--- src/rtl/vfd_scan_pkg.sv ---
package vfd_scan_pkg;

  typedef struct packed {
    logic restart;
    logic reload;
    logic stepIdx;
    logic wrapIdx;
    logic irqFire;
  } scanStrb_t;

  typedef enum logic [1:0] {
    ST_IDLE  = 2'd0,
    ST_SCAN  = 2'd1,
    ST_BLANK = 2'd2
  } scanState_t;

endpackage

--- src/rtl/vfd_scan_regs.sv ---
module vfd_scan_regs #(
  parameter int PER_W = 8
) (
  input  logic             clk,
  input  logic             rstN,
  input  logic             wrEn,
  input  logic [1:0]       addr,
  input  logic [7:0]       wrData,
  output logic [7:0]       rdData,
  output logic             autoEn,
  output logic             startBit,
  output logic [1:0]       scanCode,
  output logic             wide32,
  output logic             gradEn,
  output logic             slowClk,
  output logic             invGrp,
  output logic             grpNoOff,
  output logic             offGen,
  output logic             swapGrad,
  output logic [PER_W-1:0] period,
  output logic             startRise
);

  logic modeWr;
  assign modeWr = wrEn && (addr == 2'd0);

  // start edge: new value has auto and start, old start was clear
  assign startRise = modeWr && wrData[0] && wrData[1] && !startBit;

  always_ff @(posedge clk or negedge rstN) begin
    if (!rstN) begin
      autoEn <= 1'b0; startBit <= 1'b0; scanCode <= 2'd0;
      wide32 <= 1'b0; gradEn <= 1'b0; slowClk <= 1'b0;
      invGrp <= 1'b0; grpNoOff <= 1'b0; offGen <= 1'b0; swapGrad <= 1'b0;
      period <= '0;
    end else if (wrEn) begin
      case (addr)
        2'd0: begin
          autoEn   <= wrData[0];
          startBit <= wrData[1];
          scanCode <= wrData[3:2];
          wide32   <= wrData[4];
          gradEn   <= wrData[5];
          slowClk  <= wrData[6];
        end
        2'd1: begin
          invGrp   <= wrData[0];
          grpNoOff <= wrData[2];
          offGen   <= wrData[5];
          swapGrad <= wrData[7];
        end
        2'd2: period <= wrData[PER_W-1:0];
        default: ;
      endcase
    end
  end

  always_comb begin
    case (addr)
      2'd0:    rdData = {1'b0, slowClk, gradEn, wide32, scanCode, startBit, autoEn};
      2'd1:    rdData = {swapGrad, 1'b0, offGen, 2'b00, grpNoOff, 1'b0, invGrp};
      2'd2:    rdData = 8'(period);
      default: rdData = 8'h00;
    endcase
  end

endmodule

--- src/rtl/vfd_scan_ctrl.sv ---
module vfd_scan_ctrl
  import vfd_scan_pkg::*;
(
  input  logic       clk,
  input  logic       rstN,
  input  logic       enable,
  input  logic       startRise,
  input  logic [1:0] scanCode,
  input  logic       slotEnd,
  input  logic       lastSlot,
  output scanStrb_t  strb,
  output logic       scanOn,
  output logic       runOn
);

  scanState_t state;
  logic [1:0] blankRem;
  logic       codeZero;

  assign codeZero = (scanCode == 2'd0);
  assign scanOn   = enable && (state == ST_SCAN);
  assign runOn    = enable && (state != ST_IDLE);

  always_comb begin
    strb = '0;
    if (startRise) begin
      strb.restart = 1'b1;
      strb.irqFire = codeZero;
    end else if (runOn && slotEnd) begin
      strb.reload = 1'b1;
      if (state == ST_SCAN) begin
        if (lastSlot) begin
          strb.wrapIdx = codeZero;
          strb.irqFire = 1'b1;
        end else begin
          strb.stepIdx = 1'b1;
          strb.irqFire = codeZero;
        end
      end else if (blankRem == 2'd1) begin
        strb.wrapIdx = 1'b1;
        strb.irqFire = codeZero;
      end
    end
  end

  always_ff @(posedge clk or negedge rstN) begin
    if (!rstN) begin
      state    <= ST_IDLE;
      blankRem <= 2'd0;
    end else if (startRise) begin
      state    <= ST_SCAN;
      blankRem <= 2'd0;
    end else if (!enable) begin
      state <= ST_IDLE;
    end else if (runOn && slotEnd) begin
      if (state == ST_SCAN && lastSlot && !codeZero) begin
        state    <= ST_BLANK;
        blankRem <= scanCode;
      end else if (state == ST_BLANK) begin
        if (blankRem <= 2'd1) state <= ST_SCAN;
        else blankRem <= blankRem - 2'd1;
      end
    end
  end

endmodule

--- src/rtl/vfd_scan_dp.sv ---
module vfd_scan_dp
  import vfd_scan_pkg::*;
#(
  parameter int PER_W     = 8,
  parameter int NUM_SLOTS = 32,
  parameter int DIV_FAST  = 32,
  parameter int DIV_SLOW  = 128,
  parameter int GRP_LO    = 4,
  parameter int GRP_W     = 4
) (
  input  logic                 clk,
  input  logic                 rstN,
  input  scanStrb_t            strb,
  input  logic                 scanOn,
  input  logic                 runOn,
  input  logic [PER_W-1:0]     period,
  input  logic                 slowClk,
  input  logic                 wide32,
  input  logic                 gradEn,
  input  logic                 invGrp,
  input  logic                 grpNoOff,
  input  logic                 offGen,
  input  logic                 swapGrad,
  output logic                 slotEnd,
  output logic                 lastSlot,
  output logic [NUM_SLOTS-1:0] digitOut,
  output logic                 gradOut,
  output logic                 irq
);

  localparam int PW    = $clog2(DIV_SLOW);
  localparam int IDX_W = $clog2(NUM_SLOTS);

  logic [PW-1:0]    presc;
  logic [PW-1:0]    divLim;
  logic             tick;
  logic [PER_W-1:0] slotCnt;
  logic [IDX_W-1:0] slotIdx;
  logic [IDX_W-1:0] lastIdx;
  logic             offPhase;

  assign divLim   = slowClk ? PW'(DIV_SLOW - 1) : PW'(DIV_FAST - 1);
  assign tick     = runOn && (presc >= divLim);
  assign slotEnd  = tick && (slotCnt == '0);
  assign lastIdx  = (wide32 && !gradEn) ? IDX_W'(NUM_SLOTS - 1) : IDX_W'(NUM_SLOTS / 2 - 1);
  assign lastSlot = (slotIdx == lastIdx);
  assign offPhase = (slotCnt == '0);

  always_ff @(posedge clk or negedge rstN) begin
    if (!rstN) begin
      presc   <= '0;
      slotCnt <= '0;
      slotIdx <= '0;
      irq     <= 1'b0;
    end else begin
      irq <= strb.irqFire;
      if (strb.restart || !runOn || tick) presc <= '0;
      else presc <= presc + 1'b1;
      if (strb.restart || strb.reload) slotCnt <= period;
      else if (tick) slotCnt <= slotCnt - 1'b1;
      if (strb.restart || strb.wrapIdx) slotIdx <= '0;
      else if (strb.stepIdx) slotIdx <= slotIdx + 1'b1;
    end
  end

  for (genvar i = 0; i < NUM_SLOTS; i++) begin : g_dig
    localparam logic IN_GRP = 1'((i >= GRP_LO) && (i < GRP_LO + GRP_W));
    logic litNow;
    assign litNow = scanOn && (slotIdx == IDX_W'(i))
                    && !(offPhase && offGen && !(grpNoOff && IN_GRP));
    assign digitOut[i] = litNow ^ (invGrp && IN_GRP);
  end

  assign gradOut = scanOn && gradEn && (swapGrad ? offPhase : !offPhase);

endmodule

--- src/rtl/vfd_scan_timer.sv ---
module vfd_scan_timer
  import vfd_scan_pkg::*;
#(
  parameter int PER_W     = 8,
  parameter int NUM_SLOTS = 32,
  parameter int DIV_FAST  = 32,
  parameter int DIV_SLOW  = 128
) (
  input  logic                 clk,
  input  logic                 rstN,
  input  logic                 wrEn,
  input  logic [1:0]           addr,
  input  logic [7:0]           wrData,
  output logic [7:0]           rdData,
  output logic [NUM_SLOTS-1:0] digitOut,
  output logic                 gradOut,
  output logic                 irq
);

  logic             autoEn, startBit, wide32, gradEn, slowClk;
  logic             invGrp, grpNoOff, offGen, swapGrad, startRise;
  logic [1:0]       scanCode;
  logic [PER_W-1:0] period;
  logic             slotEnd, lastSlot, scanOn, runOn;
  scanStrb_t        strb;

  vfd_scan_regs #(.PER_W(PER_W)) u_regs (
    .clk(clk), .rstN(rstN), .wrEn(wrEn), .addr(addr), .wrData(wrData),
    .rdData(rdData), .autoEn(autoEn), .startBit(startBit), .scanCode(scanCode),
    .wide32(wide32), .gradEn(gradEn), .slowClk(slowClk), .invGrp(invGrp),
    .grpNoOff(grpNoOff), .offGen(offGen), .swapGrad(swapGrad),
    .period(period), .startRise(startRise)
  );

  vfd_scan_ctrl u_ctrl (
    .clk(clk), .rstN(rstN), .enable(autoEn && startBit), .startRise(startRise),
    .scanCode(scanCode), .slotEnd(slotEnd), .lastSlot(lastSlot),
    .strb(strb), .scanOn(scanOn), .runOn(runOn)
  );

  vfd_scan_dp #(
    .PER_W(PER_W), .NUM_SLOTS(NUM_SLOTS), .DIV_FAST(DIV_FAST), .DIV_SLOW(DIV_SLOW)
  ) u_dp (
    .clk(clk), .rstN(rstN), .strb(strb), .scanOn(scanOn), .runOn(runOn),
    .period(period), .slowClk(slowClk), .wide32(wide32), .gradEn(gradEn),
    .invGrp(invGrp), .grpNoOff(grpNoOff), .offGen(offGen), .swapGrad(swapGrad),
    .slotEnd(slotEnd), .lastSlot(lastSlot), .digitOut(digitOut),
    .gradOut(gradOut), .irq(irq)
  );

endmodule

--- config.mk ---
export PLATFORM = sky130hd
export DESIGN_NAME = vfd_scan_timer
export DESIGN_NICKNAME = d
export VERILOG_FILES = /design/src/rtl/vfd_scan_pkg.sv /design/src/rtl/vfd_scan_regs.sv /design/src/rtl/vfd_scan_ctrl.sv /design/src/rtl/vfd_scan_dp.sv /design/src/rtl/vfd_scan_timer.sv
export SDC_FILE = /design/constraint.sdc
export NUM_CORES = 1
export LEC_CHECK = 0
export BUFFER_PORTS_ARGS = -buffer_cell sky130_fd_sc_hd__buf_4
export CORE_ASPECT_RATIO = 0.75
export CORE_MARGIN = 5
export CORE_UTILIZATION = 40
export CTS_CLUSTER_SIZE = 14
export DETAILED_ROUTE_END_ITERATION = 16
export PLACE_DENSITY_LB_ADDON = 0.25
export RECOVER_POWER = 25
export SYNTH_ARGS = -nofsm -noshare
export SYNTH_HDL_FRONTEND = slang
export SYNTH_SLANG_ARGS = --single-unit
--- constraint.sdc ---
create_clock -name clk -period 6.1 [get_ports clk]
set_input_delay 1.22 -clock clk [delete_from_list [all_inputs] [get_ports clk]]
set_output_delay 1.22 -clock clk [all_outputs]
set_load 0.02 [all_outputs]
# Word-level counts from Yosys, hierarchy flattened
# Index checks and enable logic that the tools add are counted.
totals:
  regBits: 44
  in_bits: 13
  out_inout_bits: 42
  elab_cells: 207
classes:
  add_sub_neg: 4
  magnitude_cmp: 2
  eq_ne: 41
  mux: 31
  bitwise: 4
  reduce_logical: 108
op_table:
  columns: ["cell", "n"]
  rows:
  - ["1-bit logical AND", 81]
  - ["5-bit equality test, second input constant", 16]
  - ["5-bit by 4-bit equality test with 1-bit output, second input constant", 8]
  - ["2-bit two-way mux", 14]
  - ["8-bit one-hot mux with 3 select lines", 1]
  - ["5-bit by 3-bit equality test with 1-bit output, second input constant", 4]
  - ["8-bit two-way mux", 2]
  - ["5-bit two-way mux", 3]
  - ["7-bit two-way mux", 2]
  - ["5-bit by 2-bit equality test with 1-bit output, second input constant", 2]
  - ["2-bit nonzero test", 5]
  - ["1-bit zero test", 8]
  - ["8-bit zero test", 1]
  - ["4-bit != test, second input constant", 2]
  - ["8-bit by 1-bit subtractor with 8-bit output, second input constant", 1]
  - ["7-bit by 1-bit adder with 7-bit output, second input constant", 1]
  - ["7-bit greater-or-equal comparator", 1]
  - ["1-bit two-way mux", 7]
  - ["2-bit by 1-bit equality test with 1-bit output, second input constant", 3]
  - ["2-bit AND reduction", 3]
  - ["5-bit by 1-bit adder with 5-bit output, second input constant", 1]
  - ["5-bit by 1-bit equality test with 1-bit output, second input constant", 1]
  - ["5-bit equality test", 1]
  - ["5-bit zero test", 1]
  - ["13 further kinds", 21]

# Logic depth before layout (Yosys ltp)
# Gate-level depths: netlist of run 1.
logic_depth:
  ltp_word: 10
  depth_mapped: 8
  ltp_nobuf: 7

# By module
# A second synthesis of run 1 with hierarchy kept.
unflattened:
  cells_unflattened: 315
  area_unflattened_um2: 2994.1
by_module_without_submodules:
  columns: ["module", "n_inst", "cells_per_inst", "area_per_inst_um2", "seq_area_each_um2"]
  rows:
  - ["vfd_scan_dp", 1, 211, 1742.9, 525.5]
  - ["vfd_scan_regs", 1, 61, 894.6, 475.5]
  - ["vfd_scan_ctrl", 1, 42, 350.3, 100.1]
  - ["vfd_scan_timer", 1, 1, 6.3, 0.0]

# Worst setup path before layout of run 1
# Ideal clock, no wire load.
synth_timing:
  path_type: "input to output"
  from: "input port addr[0]"
  to: "output port rdData[0]"
  arrival_ps: 2129
  required_time_ps: 4880
  slack_ps: 2751
  path_stages: 3
  n_path_buf: 1
  cell_sequence: "clkbuf_1 > mux2i_1 > o21ai_0"
synth_via:
  elab_chain_len: 2
  elab_cells_between_ends: 4
  classes_between: "2 x eq/ne; 1 x mux; 1 x reduce/logical"
synth_lines:
  columns: ["item", "line_no", "text"]
  rows:
  - ["start: declaration", "vfd_scan_timer.sv:12", "input logic [1:0] addr,"]
  - ["2-bit equality test, or another cell as far along", "vfd_scan_regs.sv:59", "case (addr)"]
  - ["8-bit one-hot mux with 3 select lines *", "vfd_scan_regs.sv:59", null]
  - ["end: declaration", "vfd_scan_timer.sv:14", "output logic [7:0] rdData,"]
# Mark *: on every way between the ends. The rest lies on a longest branch, timed or not.

# Worst setup path in the final report of run 1
layout_timing:
  from: "register u_dp.slotCnt[0]"
  to: "output port digitOut[11]"
layout_via:
  elab_chain_len: 4
layout_lines:
  columns: ["item", "line_no", "text"]
  rows:
  - ["start: declaration", "vfd_scan_dp.sv:37", "logic [PER_W-1:0] slotCnt;"]
  - ["start signal: assignment", "vfd_scan_dp.sv:59", "if (strb.restart || strb.reload) slotCnt <= period;"]
  - ["start signal: assignment", "vfd_scan_dp.sv:60", "else if (tick) slotCnt <= slotCnt - 1'b1;"]
  - ["8-bit zero test", "vfd_scan_dp.sv:47", "assign offPhase = (slotCnt == '0);"]
  - ["1-bit logical AND", "vfd_scan_dp.sv:70", "&& !(offPhase && offGen && !(grpNoOff && IN_GRP));"]
  - ["1-bit zero test", "vfd_scan_dp.sv:70", null]
  - ["1-bit logical AND", "vfd_scan_dp.sv:70", null]
  - ["end: declaration", "vfd_scan_timer.sv:15", "output logic [NUM_SLOTS-1:0] digitOut,"]
# Every way passes these cells.

==> results of run 1 <==
==> synth_stat cells (2+ instances only) <==
cell and n:
nand4_1 10, nor4b_1 2, nor2b_1 4, ha_1 12, xor2_1 4, o21ai_0 12, dfrtp_1 44, nand3b_1 3
a21oi_1 18, o211ai_1 4, xnor2_1 8, clkbuf_1 10, or4_1 2, buf_2 3, o22ai_1 3, mux2_2 18
and3_1 6, nor3b_1 4, nor3_1 17, nor4_1 6, nand2b_1 4, and2_1 13, inv_1 13, buf_4 28
a31oi_1 2, nand3_1 8, nand2_1 25, nor2_1 28, mux2i_1 9
==> worst max-delay path: stages, from the launching register on <==
cell	delay (ns)
dfrtp_1	0.41
inv_1	0.10
ha_1	0.21
nor4b_4	0.15
a311oi_2	0.49
nand2b_1	0.35
nor3b_1	0.45
and2_1	0.19
buf_4	0.13
==> how the worst max path moves through the flow <==
| stage | from | end | slack [ns] | cells after the start |
|---|---|---|---|---|
| after CTS | u_dp.slotCnt[0] | digitOut[11] | 2.13 | 8 |
| final | u_dp.slotCnt[0] | digitOut[11] | 2.09 | 8 |
| after floorplan | addr[0] | rdData[0] | 2.75 | 3 |
| after detailed placement | u_dp.slotCnt[0] | digitOut[11] | 2.49 | 8 |
| after global routing | u_dp.slotCnt[0] | digitOut[9] | 1.91 | 8 |
| after global placement | u_dp.slotCnt[0] | digitOut[10] | 2.64 | 8 |
==> metal layers <==
layer / vias to the layer above / track usage / part of all wire / wire length (µm)
met4: 0 / 0.03275 / 0.0046 / 36
met5: - / 0 / 0 / 0
met3: 4 / 0.03210 / 0.047 / 371
li1: 1251 / - / - / -
met2: 60 / 0.2309 / 0.43 / 3412
met1: 1270 / 0.2569 / 0.51 / 4053
==> power by group through the flow <==
stage	clock network (µW)	logic, µW	registers (µW)
2_1_floorplan	0	144	371
3_3_place_gp	0	193	393
3_5_place_dp	0	196	394
4_1_cts	203	197	389
5_1_grt	217	216	399
6_report	201	196	390
==> logic make-up (layout without fill, tap and decap cells) <==
group           Yosys count  after routing
buf+inv                  55             76
fa+ha+maj                12             12
xor+xnor                 13             13
simple gates            139            139
mux                      27             27
flops                    44             44
compound gates           56             56
==> state kept, by name, indices dropped and copies added, names as in the netlist <==
register / count
u_regs.wide32: 1
u_dp.irq: 1
u_ctrl.state: 2
u_regs.startBit: 1
u_dp.slotCnt: 8
u_regs.grpNoOff: 1
u_regs.offGen: 1
u_regs.slowClk: 1
u_regs.period: 8
u_dp.presc: 7
u_regs.invGrp: 1
u_dp.slotIdx: 5
u_regs.autoEn: 1
u_regs.gradEn: 1
u_regs.scanCode: 2
u_ctrl.blankRem: 2
u_regs.swapGrad: 1
==> final cells by class <==
class	instances	area [µm²]
Sequential cell	44	1101
Multi-Input combinational cell	247	1723
Clock buffer	6	82.58
Clock inverter	2	15.01
Inverter	13	48.80
Timing Repair Buffer	55	409.1
Fill cell	779	4267
Tap cell	105	131.4
==> stage by stage <==
step | std cells | utilization | worst slack (ns) | hold slack [ns]
after floorplan | 346 | - | 2.751 | 0.4656
after detailed placement | 464 | 0.4394 | 2.489 | 0.5182
after global routing | 472 | 0.4514 | 1.913 | 0.5534
final | 472 | 0.4514 | 2.086 | 0.5310
after global placement | 464 | 0.4394 | 2.644 | 0.5127
after CTS | 472 | 0.4519 | 2.134 | 0.5308
==> flow_metrics.env, run 1 <==
export IMPL_status="finished, violations left"
export IMPL_violations="max-capacitance violations, max-slew violations"
export IMPL_cts_resized_gates=0
export IMPL_cts_tree="done"
export IMPL_intPower_uw=513.6
export IMPL_hold_viol=0
export IMPL_hp_start="u_dp.presc[0]"
export IMPL_hpwl_mm=5.935
export IMPL_yosys_area_share_xor_xnor=0.04225
export IMPL_port_buffers=54
export IMPL_vias=2585
export IMPL_syn_num_nets=371
export IMPL_cp_required_ns=4.88
export IMPL_critical_path_max_fanout=13
export IMPL_power_per_cell_area_nw_per_um2=224.3
export IMPL_worstPathArrival_ns=2.79
export IMPL_synth_top_area_cell="dfrtp_1"
export IMPL_hp_class="reg2reg"
export IMPL_initial_utilization=0.4036
export IMPL_crit_type="reg2out"
export IMPL_r2r_start="u_regs.slowClk"
export IMPL_yosys_warnings=0
export IMPL_synth_top_family_by_area="simple AND/OR/NAND/NOR gates"
export IMPL_drive_above_1_share=0.2398
export IMPL_clkPwrFrac=0.256
export IMPL_power_leakage_uw=0.001478
export IMPL_fmax_mhz=249.1
export IMPL_drv_cap=1
export IMPL_track_usage=0.1635
export IMPL_post_drt_wl_per_cell_um=16.68
export IMPL_synth_cells=346
export IMPL_report_final_slew_viol_count=45
export IMPL_core_um2=7777
export IMPL_fin_skew_ns=0.006345
export IMPL_design_area_um2=3511
export IMPL_grt_pass1_wl_mm=12.77
export IMPL_cts_buffer_depth=2
export IMPL_finalWeightedCongestion=0.8491
export IMPL_wirelength_mm=7.873
export IMPL_yosys_area_share_simple=0.2419
export IMPL_fin_crit_sh=0.6581
export IMPL_cts_hold_buffers=0
export IMPL_synth_area_leaders="dfrtp_1 (35%), buf_4 (6.7%), mux2_2 (6.5%)"
export IMPL_crit_path_start_kind="register"
export IMPL_synth_avg_cell_area_um2=9.073
export IMPL_synth_adder_area_share=0.04783
export IMPL_reg2reg_slack_ns=3.66
export IMPL_cts_setup_buffers=0
export IMPL_worstReg2RegEnd="u_dp.slotIdx[4]"
export IMPL_drt_pass1_iter_count=4
export IMPL_overflow=0
export IMPL_htreeDepth=2
export IMPL_yosysUniqueCellTypes=55
export IMPL_finalSetupTns_ns=0
export IMPL_synth_yosys_seq_area_share=0.3507
export IMPL_worstMarginPinSlew_ns=2.348
export IMPL_antenna_found_initial=0
export IMPL_layout_nets=391
export IMPL_io_pins=55
export IMPL_postSynth_asyncResetShare=1.000
export IMPL_synth_compound_area_share=0.1236
export IMPL_antenna_cells=0
export IMPL_synth_top_area_frac=0.3507
export IMPL_synth_top_flop_cell="dfrtp_1"
export IMPL_num_rows=28
export IMPL_grt_pass1_vias=2426
export IMPL_rsz0062_at_grt="no"
export IMPL_pwr_share_seq=0.496
export IMPL_final_common_cell="buf_4"
export IMPL_insertion_delay_ns=0.31
export IMPL_postPlaceCellArea_um2=3417
export IMPL_drt_initial_drc_count=234
export IMPL_relSlewSlack=-0.5651
export IMPL_p_total_uw=787.4
export IMPL_cts_sinks=44
export IMPL_syn_area_um2=3139
export IMPL_die_h_um=86.72
export IMPL_synth_seq_cells=44
export IMPL_synth_edf_count=0
export IMPL_grt_max_degree=45
export IMPL_route_detailed_drc=0
export IMPL_fin_crit_ns=4.014
export IMPL_pwr_share_comb=0.248
export IMPL_end_kind="output pin"
export IMPL_vias_per_cell=5.477
export IMPL_muxShareOfSynthArea=0.09326
export IMPL_clock_root_buffer="clkbuf_8"
export IMPL_reg2reg_depth=7
export IMPL_dieArea_um2=9738
export IMPL_net_switching_power_uw=273.9
export IMPL_ant_nets=0
export IMPL_min_to="u_dp.presc[0]"
export IMPL_max_vdd_ir_drop_mv=0.1195
export IMPL_hold_path_depth=1
export IMPL_setup_violations=0
export IMPL_area_delta_synth_final_pct=11.84
export IMPL_fp_dieW_um=112.3
export IMPL_clkTransAtPathRegs_ns=0.09
export IMPL_swShare=0.3478
export IMPL_cts_buffers=5
export IMPL_layout_common_cells="buf_4 (54), dfrtp_1 (44), nor2_1 (28)"
Note: power is estimated with default switching activity, not from simulation.
==> run 2: changes to the inputs <==
clock period = 3.5 ns   (was 6.1 ns; I/O delays follow)
==> run 2 against run 1 <==
The run still ends with max-capacitance violations, max-slew violations left. Routed wire length shrank 0.30%. Final area is essentially flat. Sequential power grew 74%. Sequential share of layout area is essentially flat. First-iteration DRC count shrank 13%. Flip-flop and latch count is the same. Clock skew shrank 0.0035 ns. Largest power group unchanged.
==> flow_metrics.env, run 2 (synthesis gave the netlist of run 1 again) <==
export IMPL_status="finished, violations left"
export IMPL_violations="max-capacitance violations, max-slew violations"
export IMPL_post_drt_wl_per_cell_um=16.59
export IMPL_max_vdd_ir_drop_mv=0.2388
export IMPL_initial_utilization=0.4036
export IMPL_cts_buffers=5
export IMPL_fin_crit_ns=3.207
export IMPL_grt_util_met2=0.2374
export IMPL_track_usage=0.1608
export IMPL_insertion_delay_ns=0.30
export IMPL_die_h_um=86.72
export IMPL_multi_input_area_um2=1723
export IMPL_regArea_um2=1101
export IMPL_drv_cap=1
export IMPL_port_buffers=54
export IMPL_cts_buffer_depth=2
export IMPL_setup_violations=0
export IMPL_clock_root_buffer="clkbuf_8"
export IMPL_power_leakage_uw=0.001490
export IMPL_max_stage_delay_ns=0.54
export IMPL_vias=2604
export IMPL_core_um2=7777
export IMPL_grtUsageMet1=0.2434
export IMPL_globalRouteMet3Util=0.03489
export IMPL_antenna_found_initial=0
export IMPL_worstPathArrival_ns=2.51
export IMPL_grt_max_degree=45
export IMPL_cts_hold_buffers=0
export IMPL_drive_above_1_share=0.2418
export IMPL_vias_per_cell=5.505
export IMPL_largest_registers="u_dp.slotCnt x8, u_regs.period x8, u_dp.presc x7"
export IMPL_crit_path_start_kind="register"
export IMPL_grt_busiest_layer="met1"
export IMPL_fin_crit_sh=0.9164
export IMPL_cts_sinks=44
export IMPL_path_cells="inv_1, ha_1, nor4b_4, a311oi_2, nand2b_1, nor3b_1, and2_1, buf_4"
export IMPL_layout_common_cells="buf_4 (55), dfrtp_1 (44), nor2_1 (28)"
export IMPL_ant_nets=0
export IMPL_hpwl_mm=5.950
export IMPL_num_rows=28
export IMPL_cp_required_ns=2.80
export IMPL_wirelength_mm=7.849
export IMPL_fin_skew_ns=0.002823
export IMPL_fp_dieW_um=112.3
export IMPL_fmax_mhz=311.8
export IMPL_dieArea_um2=9738
export IMPL_antenna_cells=0
export IMPL_setup_ws_ns=0.2926
export IMPL_cts_tree="done"
export IMPL_hold_viol=0
export IMPL_end_kind="output pin"
export IMPL_dp_slack_ns=0.6268
export IMPL_io_pins=55
export IMPL_htreeDepth=2
export IMPL_drt_pass1_iter_count=4
export IMPL_finalWeightedCongestion=0.9186
export IMPL_n_fill_cell=764
export IMPL_grt_pass1_vias=2439
export IMPL_cts_setup_buffers=0
export IMPL_crit_type="reg2out"
export IMPL_area_delta_synth_final_pct=11.92
export IMPL_power_per_cell_area_nw_per_um2=385.7
export IMPL_overflow=0
export IMPL_finalSetupTns_ns=0
export IMPL_final_util=0.4517
export IMPL_relSlewSlack=-0.6258
export IMPL_route_detailed_drc=0
export IMPL_clkTransAtPathRegs_ns=0.08
export IMPL_report_final_slew_viol_count=45
export IMPL_cts_resized_gates=0
export IMPL_layout_nets=392
export IMPL_worstMarginPinSlew_ns=2.439
export IMPL_grt_pass1_wl_mm=12.67
export IMPL_critical_path_max_fanout=7
export IMPL_rsz0062_at_grt="no"
export IMPL_cpMaxStageDelayCell="a311oi_2"
export IMPL_hp_class="reg2reg"
export IMPL_final_common_cell="buf_4"
export IMPL_drt_initial_drc_count=203
## run 2: changes by cell type in the layout (fill, tap and decap cells not counted), sizes merged
cell	previous run	this run
buf	54	55
clkinv	0	2
clkinvlp	2	0
## run 2: cell type report
cell class              count  share of cell area
multi-input cells         247              0.4904
flip-flops and latches     44              0.3134
repair buffers             56              0.1186
well taps                 105             0.03739
clock buffers               6             0.02350
inverters                  13             0.01389
clock inverters             2            0.002849
## run 2: path summary, 6_finish.rpt
path,from,to,slack [ns],depth (start not counted)
setup reg to reg,u_regs.slowClk,u_dp.slotIdx[2],1.05,7
setup / recovery,u_dp.slotCnt[0],digitOut[10],0.29,8
max in group asynchronous,rstN,u_dp.slotIdx[1],0.98,1
min in group asynchronous,rstN,u_regs.slowClk,1.14,1
hold reg to reg,u_dp.presc[0],u_dp.presc[0],0.52,1
hold / removal,u_dp.presc[0],u_dp.presc[0],0.52,1
## run 2: power by group
group	internal, µW	switching, µW	total [µW]
Sequential	578	101	679
Combinational	158	185	342
Clock	158	177	334
## run 2: critical path: cells and delay by family, from the launching register on
family | cells | cell delay (ns)
adders and majority gates | 1 | 0.20
buffers and inverters | 2 | 0.23
DFF | 1 | 0.38
and+or+nand+nor | 4 | 0.86
AOI/OAI and AO/OA | 1 | 0.54
## run 2: stage by stage
step                hold slack, ns  power, µW  instances  instance area [µm²]
floorplan                   0.4044      896.9        346                 3139
global placement            0.5107       1025        465                 3425
detailed placement          0.5124       1029        465                 3425
CTS                         0.4082       1364        473                 3517
global route                0.5447       1431        473                 3513
finish                      0.5218       1355        473                 3513
## run 2: layer usage
metal  wire length, µm  up-vias
met5                 0        -
met4                62        0
met3               540        6
met2              3415       94
met1              3831     1249
li1                  -     1255
